**src/rtl/scan_tap_pkg.sv**
```systemverilog
package scan_tap_pkg;

    localparam int IR_W = 4;

    localparam logic [IR_W-1:0] OP_EXTEST  = 4'h0;
    localparam logic [IR_W-1:0] OP_SAMPLE  = 4'h1;
    localparam logic [IR_W-1:0] OP_IDCODE  = 4'h2;
    localparam logic [IR_W-1:0] OP_INTEST  = 4'h3;
    localparam logic [IR_W-1:0] OP_RUNBIST = 4'h4;
    localparam logic [IR_W-1:0] OP_BYPASS  = 4'hF;

    typedef enum logic [3:0] {
        ST_TLR, ST_IDLE,
        ST_SEL_DR, ST_CAP_DR, ST_SH_DR, ST_EX1_DR, ST_PAU_DR, ST_EX2_DR, ST_UPD_DR,
        ST_SEL_IR, ST_CAP_IR, ST_SH_IR, ST_EX1_IR, ST_PAU_IR, ST_EX2_IR, ST_UPD_IR
    } tap_state_t;

    typedef enum logic [1:0] {DR_BYP, DR_ID, DR_BSR, DR_BIST} dr_sel_t;

    typedef struct packed {
        dr_sel_t sel;
        logic    pads_from_upd;
        logic    core_from_upd;
        logic    bist_go;
    } ir_dec_t;

    function automatic tap_state_t tap_next(input tap_state_t s, input logic m);
        case (s)
            ST_TLR:    return m ? ST_TLR    : ST_IDLE;
            ST_IDLE:   return m ? ST_SEL_DR : ST_IDLE;
            ST_SEL_DR: return m ? ST_SEL_IR : ST_CAP_DR;
            ST_CAP_DR: return m ? ST_EX1_DR : ST_SH_DR;
            ST_SH_DR:  return m ? ST_EX1_DR : ST_SH_DR;
            ST_EX1_DR: return m ? ST_UPD_DR : ST_PAU_DR;
            ST_PAU_DR: return m ? ST_EX2_DR : ST_PAU_DR;
            ST_EX2_DR: return m ? ST_UPD_DR : ST_SH_DR;
            ST_UPD_DR: return m ? ST_SEL_DR : ST_IDLE;
            ST_SEL_IR: return m ? ST_TLR    : ST_CAP_IR;
            ST_CAP_IR: return m ? ST_EX1_IR : ST_SH_IR;
            ST_SH_IR:  return m ? ST_EX1_IR : ST_SH_IR;
            ST_EX1_IR: return m ? ST_UPD_IR : ST_PAU_IR;
            ST_PAU_IR: return m ? ST_EX2_IR : ST_PAU_IR;
            ST_EX2_IR: return m ? ST_UPD_IR : ST_SH_IR;
            default:   return m ? ST_SEL_DR : ST_IDLE;
        endcase
    endfunction

    function automatic ir_dec_t ir_decode(input logic [IR_W-1:0] c, input bit has_id);
        ir_dec_t d;
        d.sel           = DR_BYP;
        d.pads_from_upd = 1'b0;
        d.core_from_upd = 1'b0;
        d.bist_go       = 1'b0;
        case (c)
            OP_EXTEST:  begin d.sel = DR_BSR; d.pads_from_upd = 1'b1; end
            OP_SAMPLE:  d.sel = DR_BSR;
            OP_IDCODE:  d.sel = has_id ? DR_ID : DR_BYP;
            OP_INTEST:  begin d.sel = DR_BSR; d.pads_from_upd = 1'b1; d.core_from_upd = 1'b1; end
            OP_RUNBIST: begin d.sel = DR_BIST; d.pads_from_upd = 1'b1; d.bist_go = 1'b1; end
            default:    d.sel = DR_BYP;
        endcase
        return d;
    endfunction

endpackage

```
**src/rtl/tap_fsm.sv**
```systemverilog
module tap_fsm
    import scan_tap_pkg::*;
(
    input  logic       tck,
    input  logic       rst,
    input  logic       tms,
    output tap_state_t state
);

    always_ff @(posedge tck) begin
        if (rst) state <= ST_TLR;
        else     state <= tap_next(state, tms);
    end

    // consecutive-high counter used only by the check below
    logic [2:0] hi_cnt;
    always_ff @(posedge tck) begin
        if (rst)           hi_cnt <= '0;
        else if (!tms)     hi_cnt <= '0;
        else if (hi_cnt != 3'd5) hi_cnt <= 3'(hi_cnt + 3'd1);
    end

    assert_five_high_R2: assert property (@(posedge tck) disable iff (rst)
        hi_cnt == 3'd5 |-> state == ST_TLR);

    assert_reset_exit_R1: assert property (@(posedge tck) disable iff (rst)
        (state == ST_TLR && !tms) |=> state == ST_IDLE);

endmodule

```
**src/rtl/tap_ir.sv**
```systemverilog
module tap_ir
    import scan_tap_pkg::*;
#(
    parameter bit HAS_ID = 1'b1
) (
    input  logic            tck,
    input  logic            rst,
    input  tap_state_t      state,
    input  logic            tdi,
    input  logic [1:0]      status,   // {pass, done}
    output logic            ir_so,
    output logic [IR_W-1:0] instr
);

    localparam logic [IR_W-1:0] DEFAULT_OP = HAS_ID ? OP_IDCODE : OP_BYPASS;

    logic [IR_W-1:0] sr;

    always_ff @(posedge tck) begin
        if (rst) begin
            sr    <= '0;
            instr <= DEFAULT_OP;
        end else begin
            case (state)
                ST_TLR:    instr <= DEFAULT_OP;
                ST_CAP_IR: sr    <= {status, 2'b01};
                ST_SH_IR:  sr    <= {tdi, sr[IR_W-1:1]};
                ST_UPD_IR: instr <= sr;
                default:   ;
            endcase
        end
    end

    assign ir_so = sr[0];

    assert_ir_fixed_bits_R4: assert property (@(posedge tck) disable iff (rst)
        state == ST_CAP_IR |=> sr[1:0] == 2'b01);

    assert_reset_instr_R3: assert property (@(posedge tck) disable iff (rst)
        state == ST_TLR |=> instr == DEFAULT_OP);

endmodule

```
**src/rtl/bscan_chain.sv**
```systemverilog
module bscan_chain
    import scan_tap_pkg::*;
#(
    parameter int NIN  = 2,
    parameter int NBI  = 1,
    parameter int NOUT = 2
) (
    input  logic            tck,
    input  logic            rst,
    input  tap_state_t      state,
    input  logic            tdi,
    input  logic            sel,
    input  logic            pads_from_upd,
    input  logic            core_from_upd,
    input  logic [NIN-1:0]  pin_in,
    output logic [NIN-1:0]  core_in,
    input  logic [NBI-1:0]  pin_bi_i,
    output logic [NBI-1:0]  pin_bi_o,
    input  logic [NBI-1:0]  core_bi_o,
    output logic [NBI-1:0]  core_bi_i,
    input  logic [NOUT-1:0] core_out,
    output logic [NOUT-1:0] pin_out,
    input  logic            core_oe,
    output logic            pin_oe,
    input  logic            pin_obs,
    output logic            so
);

    localparam int B0 = NIN;
    localparam int O0 = NIN + NBI;
    localparam int EN = NIN + NBI + NOUT;
    localparam int OB = EN + 1;
    localparam int L  = OB + 1;

    logic [L-1:0] cap, sr;
    logic [L-2:0] upd;   // sample-only cell (index OB) has no update stage

    always_comb begin
        cap = '0;
        for (int i = 0; i < NIN; i++)  cap[i]      = pin_in[i];
        for (int i = 0; i < NBI; i++)  cap[B0 + i] = pin_bi_i[i];
        for (int i = 0; i < NOUT; i++) cap[O0 + i] = core_out[i];
        cap[EN] = core_oe;
        cap[OB] = pin_obs;
    end

    always_ff @(posedge tck) begin
        if (rst) begin
            sr  <= '0;
            upd <= '0;
        end else if (sel) begin
            case (state)
                ST_CAP_DR: sr  <= cap;
                ST_SH_DR:  sr  <= {tdi, sr[L-1:1]};
                ST_UPD_DR: upd <= sr[L-2:0];
                default:   ;
            endcase
        end
    end

    assign so = sr[0];

    genvar g;
    generate
        for (g = 0; g < NIN; g++) begin : g_in
            assign core_in[g] = core_from_upd ? upd[g] : pin_in[g];
        end
        for (g = 0; g < NBI; g++) begin : g_bi
            assign pin_bi_o[g]  = pads_from_upd ? upd[B0 + g] : core_bi_o[g];
            assign core_bi_i[g] = core_from_upd ? upd[B0 + g] : pin_bi_i[g];
        end
        for (g = 0; g < NOUT; g++) begin : g_out
            assign pin_out[g] = pads_from_upd ? upd[O0 + g] : core_out[g];
        end
    endgenerate

    assign pin_oe = pads_from_upd ? upd[EN] : core_oe;

    assert_upd_hold_R12: assert property (@(posedge tck) disable iff (rst)
        !(sel && state == ST_UPD_DR) |=> $stable(upd));

endmodule

```
**src/rtl/tap_bist_ctrl.sv**
```systemverilog
module tap_bist_ctrl
    import scan_tap_pkg::*;
#(
    parameter int          NIN      = 2,
    parameter int          NBI      = 1,
    parameter int          NOUT     = 2,
    parameter bit          HAS_ID   = 1'b1,
    parameter logic [31:0] ID_VALUE = 32'h1A5B_C0DF
) (
    input  logic            tck,
    input  logic            tap_rst,
    input  logic            tms,
    input  logic            tdi,
    output logic            tdo,
    output logic            tdo_en,
    input  logic [NIN-1:0]  pin_in,
    output logic [NIN-1:0]  core_in,
    input  logic [NBI-1:0]  pin_bi_i,
    output logic [NBI-1:0]  pin_bi_o,
    input  logic [NBI-1:0]  core_bi_o,
    output logic [NBI-1:0]  core_bi_i,
    input  logic [NOUT-1:0] core_out,
    output logic [NOUT-1:0] pin_out,
    input  logic            core_oe,
    output logic            pin_oe,
    input  logic            pin_obs,
    output logic            bist_start,
    input  logic            bist_done,
    input  logic            bist_pass
);

    localparam int ID_W = 32;

    tap_state_t      state;
    logic [IR_W-1:0] instr;
    ir_dec_t         dec;
    logic            ir_so, bsr_so, id_so, dr_so;
    logic [1:0]      flag_s1, flag_s2;   // {pass, done}
    logic            byp_q;
    logic [1:0]      bres;

    // two-flop synchroniser from the system clock domain
    always_ff @(posedge tck) begin
        if (tap_rst) begin
            flag_s1 <= '0;
            flag_s2 <= '0;
        end else begin
            flag_s1 <= {bist_pass, bist_done};
            flag_s2 <= flag_s1;
        end
    end

    tap_fsm u_fsm (
        .tck   (tck),
        .rst   (tap_rst),
        .tms   (tms),
        .state (state)
    );

    tap_ir #(.HAS_ID(HAS_ID)) u_ir (
        .tck    (tck),
        .rst    (tap_rst),
        .state  (state),
        .tdi    (tdi),
        .status (flag_s2),
        .ir_so  (ir_so),
        .instr  (instr)
    );

    assign dec        = ir_decode(instr, HAS_ID);
    assign bist_start = dec.bist_go;

    bscan_chain #(.NIN(NIN), .NBI(NBI), .NOUT(NOUT)) u_bsr (
        .tck           (tck),
        .rst           (tap_rst),
        .state         (state),
        .tdi           (tdi),
        .sel           (dec.sel == DR_BSR),
        .pads_from_upd (dec.pads_from_upd),
        .core_from_upd (dec.core_from_upd),
        .pin_in        (pin_in),
        .core_in       (core_in),
        .pin_bi_i      (pin_bi_i),
        .pin_bi_o      (pin_bi_o),
        .core_bi_o     (core_bi_o),
        .core_bi_i     (core_bi_i),
        .core_out      (core_out),
        .pin_out       (pin_out),
        .core_oe       (core_oe),
        .pin_oe        (pin_oe),
        .pin_obs       (pin_obs),
        .so            (bsr_so)
    );

    // pass-through and self-test result registers
    always_ff @(posedge tck) begin
        if (tap_rst) begin
            byp_q <= 1'b0;
            bres  <= '0;
        end else begin
            if (dec.sel == DR_BYP) begin
                if (state == ST_CAP_DR)     byp_q <= 1'b0;
                else if (state == ST_SH_DR) byp_q <= tdi;
            end
            if (dec.sel == DR_BIST) begin
                if (state == ST_CAP_DR)     bres <= flag_s2;
                else if (state == ST_SH_DR) bres <= {tdi, bres[1]};
            end
        end
    end

    generate
        if (HAS_ID) begin : g_id
            logic [ID_W-1:0] idr;
            always_ff @(posedge tck) begin
                if (tap_rst) idr <= '0;
                else if (dec.sel == DR_ID) begin
                    if (state == ST_CAP_DR)     idr <= ID_VALUE;
                    else if (state == ST_SH_DR) idr <= {tdi, idr[ID_W-1:1]};
                end
            end
            assign id_so = idr[0];
        end else begin : g_no_id
            assign id_so = 1'b0;
        end
    endgenerate

    always_comb begin
        case (dec.sel)
            DR_ID:   dr_so = id_so;
            DR_BSR:  dr_so = bsr_so;
            DR_BIST: dr_so = bres[0];
            default: dr_so = byp_q;
        endcase
    end

    // serial output retimed to the falling edge
    always_ff @(negedge tck) begin
        if (tap_rst) begin
            tdo    <= 1'b0;
            tdo_en <= 1'b0;
        end else begin
            tdo_en <= (state == ST_SH_DR) || (state == ST_SH_IR);
            if (state == ST_SH_IR)      tdo <= ir_so;
            else if (state == ST_SH_DR) tdo <= dr_so;
        end
    end

    assert_tdo_en_window_R5: assert property (@(posedge tck) disable iff (tap_rst)
        tdo_en == ((state == ST_SH_DR) || (state == ST_SH_IR)));

    assert_bist_launch_R13: assert property (@(posedge tck) disable iff (tap_rst)
        $rose(bist_start) |-> $past(state) == ST_UPD_IR);

endmodule

```
**config.mk**
```make
export PLATFORM = sky130hd
export DESIGN_NAME = tap_bist_ctrl
export DESIGN_NICKNAME = d
export VERILOG_FILES = /design/src/rtl/scan_tap_pkg.sv /design/src/rtl/tap_fsm.sv /design/src/rtl/tap_ir.sv /design/src/rtl/bscan_chain.sv /design/src/rtl/tap_bist_ctrl.sv
export SDC_FILE = /design/constraint.sdc
export NUM_CORES = 1
export LEC_CHECK = 0
export CORE_MARGIN = 8
export CORE_UTILIZATION = 57
export CTS_CLUSTER_DIAMETER = 200
export CTS_CLUSTER_SIZE = 14
export DETAILED_ROUTE_END_ITERATION = 7
export DONT_BUFFER_PORTS = 1
export HOLD_SLACK_MARGIN = 0.05
export PLACE_DENSITY_LB_ADDON = 0.15
export SETUP_SLACK_MARGIN = 0.3
export SYNTH_ARGS = -nofsm -noshare
export SYNTH_HDL_FRONTEND = slang
export SYNTH_HIERARCHICAL = 1
export SYNTH_SLANG_ARGS = --single-unit
```
**constraint.sdc**
```tcl
create_clock -name tck -period 2.2 [get_ports tck]
set_input_delay 0.44 -clock tck [delete_from_list [all_inputs] [get_ports tck]]
set_output_delay 0.44 -clock tck [all_outputs]
set_load 0.01 [all_outputs]
```
==> flow_metrics.tcl <==
set metrics [dict create \
    final.min_clock_period_ns 2.291 \
    reg2reg_depth 9 \
    synthTopCellsByArea "dfxtp_1 (42%), a211oi_2 (8.0%), nor2_1 (7.1%)" \
    required_ns 1.76 \
    hpwlAfterDp_mm 3.973 \
    tritoncts_num_sinks 66 \
    cts_buffer_depth 2 \
    holdBufCountCts 0 \
    cts_root_buf "clkbuf_8" \
    synth_fp_nets 340 \
    hold_path_class "input pin to flip-flop" \
    first_pass_iters 4 \
    async_reset_ff_share_pct 0 \
    placed_cell_area_mm2 0.003493 \
    critical_path_class "flip-flop to output port" \
    slew_violations 0 \
    fin_nets 391 \
    fin_skew_ns 0.05590 \
    hold_depth 1 \
    drv_cap 0 \
    synth-edff-count 0 \
    drtIter0Drc 215 \
    finalSetupViolations 14 \
    insertion_delay_ns 0.41 \
    status "finished, violations left" \
    fin_cells 454 \
    grt_pass1_wl_mm 15.02 \
    yosysSeqAreaShare_pct 42.43 \
    synth_cell_type_count 51 \
    overflow 0 \
    netlist_area_mm2 0.003114 \
    cp_data_arrival_time_ns 1.85 \
    grt_max_degree 65 \
    setup_ws_ns -0.09112 \
    fp.dieH_um 89.92 \
    dp_worst_setup_slack_ns -0.07438 \
    route.vias.total 2848 \
    wl_per_cell_um 22.82 \
    hold_viol 0 \
    initial_utilization_pct 57.62 \
    wirelength_mm 10.36 \
    syn_inst 326 \
    gr-usage-all-layers_pct 23.19 \
    period_share_pct 104.1 \
    layout-drive-gt1-share_pct 50.79 \
    synth-seq-cells 66 \
    rsz0062_at_grt "yes" \
    io_buffer_count 0 \
    dp_cells 406 \
    p_leak_nw 1.524 \
    first_global_vias 2878 \
    path_depth 0 \
    fill_cells 214 \
    rows 27 \
    slew_headroom_pct 75.73 \
    vdd_drop_max_mv 0.5462 \
    place.gp.congestion 0.8233 \
    synth_area_per_cell_um2 9.553 \
    netlist.top_cell.by_area "dfxtp_1" \
    synth_top_cell_area_share_pct 42.43 \
    syn_to_final_growth_pct 48.69 \
    dieArea_mm2 0.008085 \
    antenna_left 0 \
    synth_ff_type "dfxtp_1" \
    tns_ns -0.4693 \
    h-tree-depth 3 \
    cp-start-kind "flip-flop" \
    cp_max_fo 1 \
    power_density_mw_per_mm2 569.8 \
    diodes 0 \
    num_io_pins 24 \
    cts_tree "yes" \
    final_area_mm2 0.004631 \
    synth_warnings 6 \
    timing.fmax_ghz 0.4391 \
    numCtsBuffers 9 \
    cp-end-kind "output port" \
    route.detailed.drc 0 \
    violations "setup timing" \
    fp.dieW_um 89.92 \
    final_util_pct 85.67 \
    tightest_slew_ns 0.3618 \
    core_area_mm2 0.005405 \
    clkTransAtPathRegs_ns 0.08 \
    vias_per_cell 6.273 \
    antenna_found_initial 0 \
]
[final cells by class]
cell class	count	area [µm²]	area share, %
Clock buffer	10	127.6	2.756
Inverter	6	22.52	0.4864
Multi-Input combinational cell	231	2178	47.04
Sequential cell	66	1354	29.24
Tap cell	72	90.09	1.945
Timing Repair Buffer	61	817.0	17.64
Clock inverter	8	41.29	0.8917
[flip-flops by register name, indices dropped and copies added (netlist names)]
| register | count |
|---|---|
| u_ir/instr | 4 |
| byp_q | 1 |
| bres | 2 |
| u_bsr/sr | 7 |
| tdo | 1 |
| u_bsr/upd | 6 |
| u_ir/sr | 4 |
| flag_s2 | 2 |
| tdo_en | 1 |
| g_id.idr | 32 |
| flag_s1 | 2 |
| u_fsm/state | 4 |
[worst paths after layout]
check | startpoint | endpoint | slack (ns)
worst max-delay path | tdo_en$_SDFF_NP0_ | tdo_en | -0.09
worst min-delay path | tap_rst | u_ir/sr[1]$_SDFFE_PP0P_ | 0.15
worst max register to register | u_fsm/state[3]$_SDFF_PP0_ | g_id.idr[31]$_SDFFE_PP0P_ | -0.08
worst min register to register | flag_s1[1]$_SDFF_PP0_ | flag_s2[1]$_SDFF_PP0_ | 0.46
[cells in the mapped netlist, types with 2 or more instances]
master,number
dfxtp_1,66
nor2_1,59
a21oi_1,21
a211oi_2,20
nand2b_1,19
mux2i_1,17
nand3_1,16
a211oi_1,10
buf_6,7
inv_1,7
mux2_2,7
nor2b_1,7
buf_2,5
clkbuf_1,5
nand2_1,5
a31oi_1,4
o21ai_0,4
a22o_1,3
and2_1,3
buf_1,3
nand3b_1,3
nor4b_1,3
a311oi_1,2
buf_4,2
nor4_4,2
[stage by stage]
step / hold slack, ns / total power, mW
floorplan: 0.4138 / 1.530
global placement: 0.4220 / 1.559
detailed placement: 0.4290 / 1.566
CTS: 0.1433 / 2.542
global route: 0.1406 / 2.711
finish: 0.1483 / 2.639
[routing by layer]
| layer | track usage, % | share of wire (%) | wire length (µm) | vias to the layer above |
|---|---|---|---|---|
| met4 | 13.59 | 5.7 | 591 | 0 |
| met5 | 0 | 0 | 0 | - |
| met2 | 38.59 | 48 | 4978 | 117 |
| met3 | 6.484 | 5.6 | 583 | 46 |
| li1 | - | - | - | 1273 |
| met1 | 25.96 | 41 | 4208 | 1412 |
[where the power goes]
| part | internal (mW) | switching [mW] |
|---|---|---|
| Clock | 0.406 | 0.525 |
| Combinational | 0.243 | 0.206 |
| Sequential | 1.22 | 0.0387 |
| Total | 1.87 | 0.769 |
[layout by cell type, fill, tap and decap left out, types with 4 or more instances in the layout]
master | netlist | final
dfxtp_1 | 66 | 56
nor2_1 | 59 | 41
buf_4 | 2 | 23
a211oi_2 | 20 | 21
nor2_4 | 0 | 18
mux2i_1 | 17 | 17
buf_6 | 7 | 17
nand2b_4 | 0 | 14
a21oi_2 | 0 | 13
buf_12 | 0 | 10
a211oi_1 | 10 | 9
nand3_4 | 0 | 9
clkbuf_8 | 0 | 9
inv_1 | 7 | 8
dfxtp_4 | 0 | 8
nor2b_1 | 7 | 7
buf_16 | 0 | 7
mux2_4 | 0 | 7
a21oi_1 | 21 | 6
nand3_2 | 0 | 5
nand2b_1 | 19 | 5
clkinv_2 | 0 | 5
nand2_1 | 5 | 4
buf_8 | 0 | 4
a31oi_1 | 4 | 4
[cells by family after synthesis]
family,share of synthesized area (%)
and+or+nand+nor,23.18
AOI/OAI and AO/OA,20.49
DFF,42.43
buffers and inverters,5.625
muxes,7.995
xor gates and xnor gates,0.2813
[repair_timing]
| action | CTS | global route |
|---|---|---|
| setup buffers | 17 | 7 |
| resized for setup | 91 | 22 |
| cloned | 7 | 0 |
| setup endpoints to repair | 43 | 58 |
| pin swaps | 23 | 16 |
| hold endpoints to repair | 0 | 0 |
No activity file was read; power rests on OpenSTA's default activity.
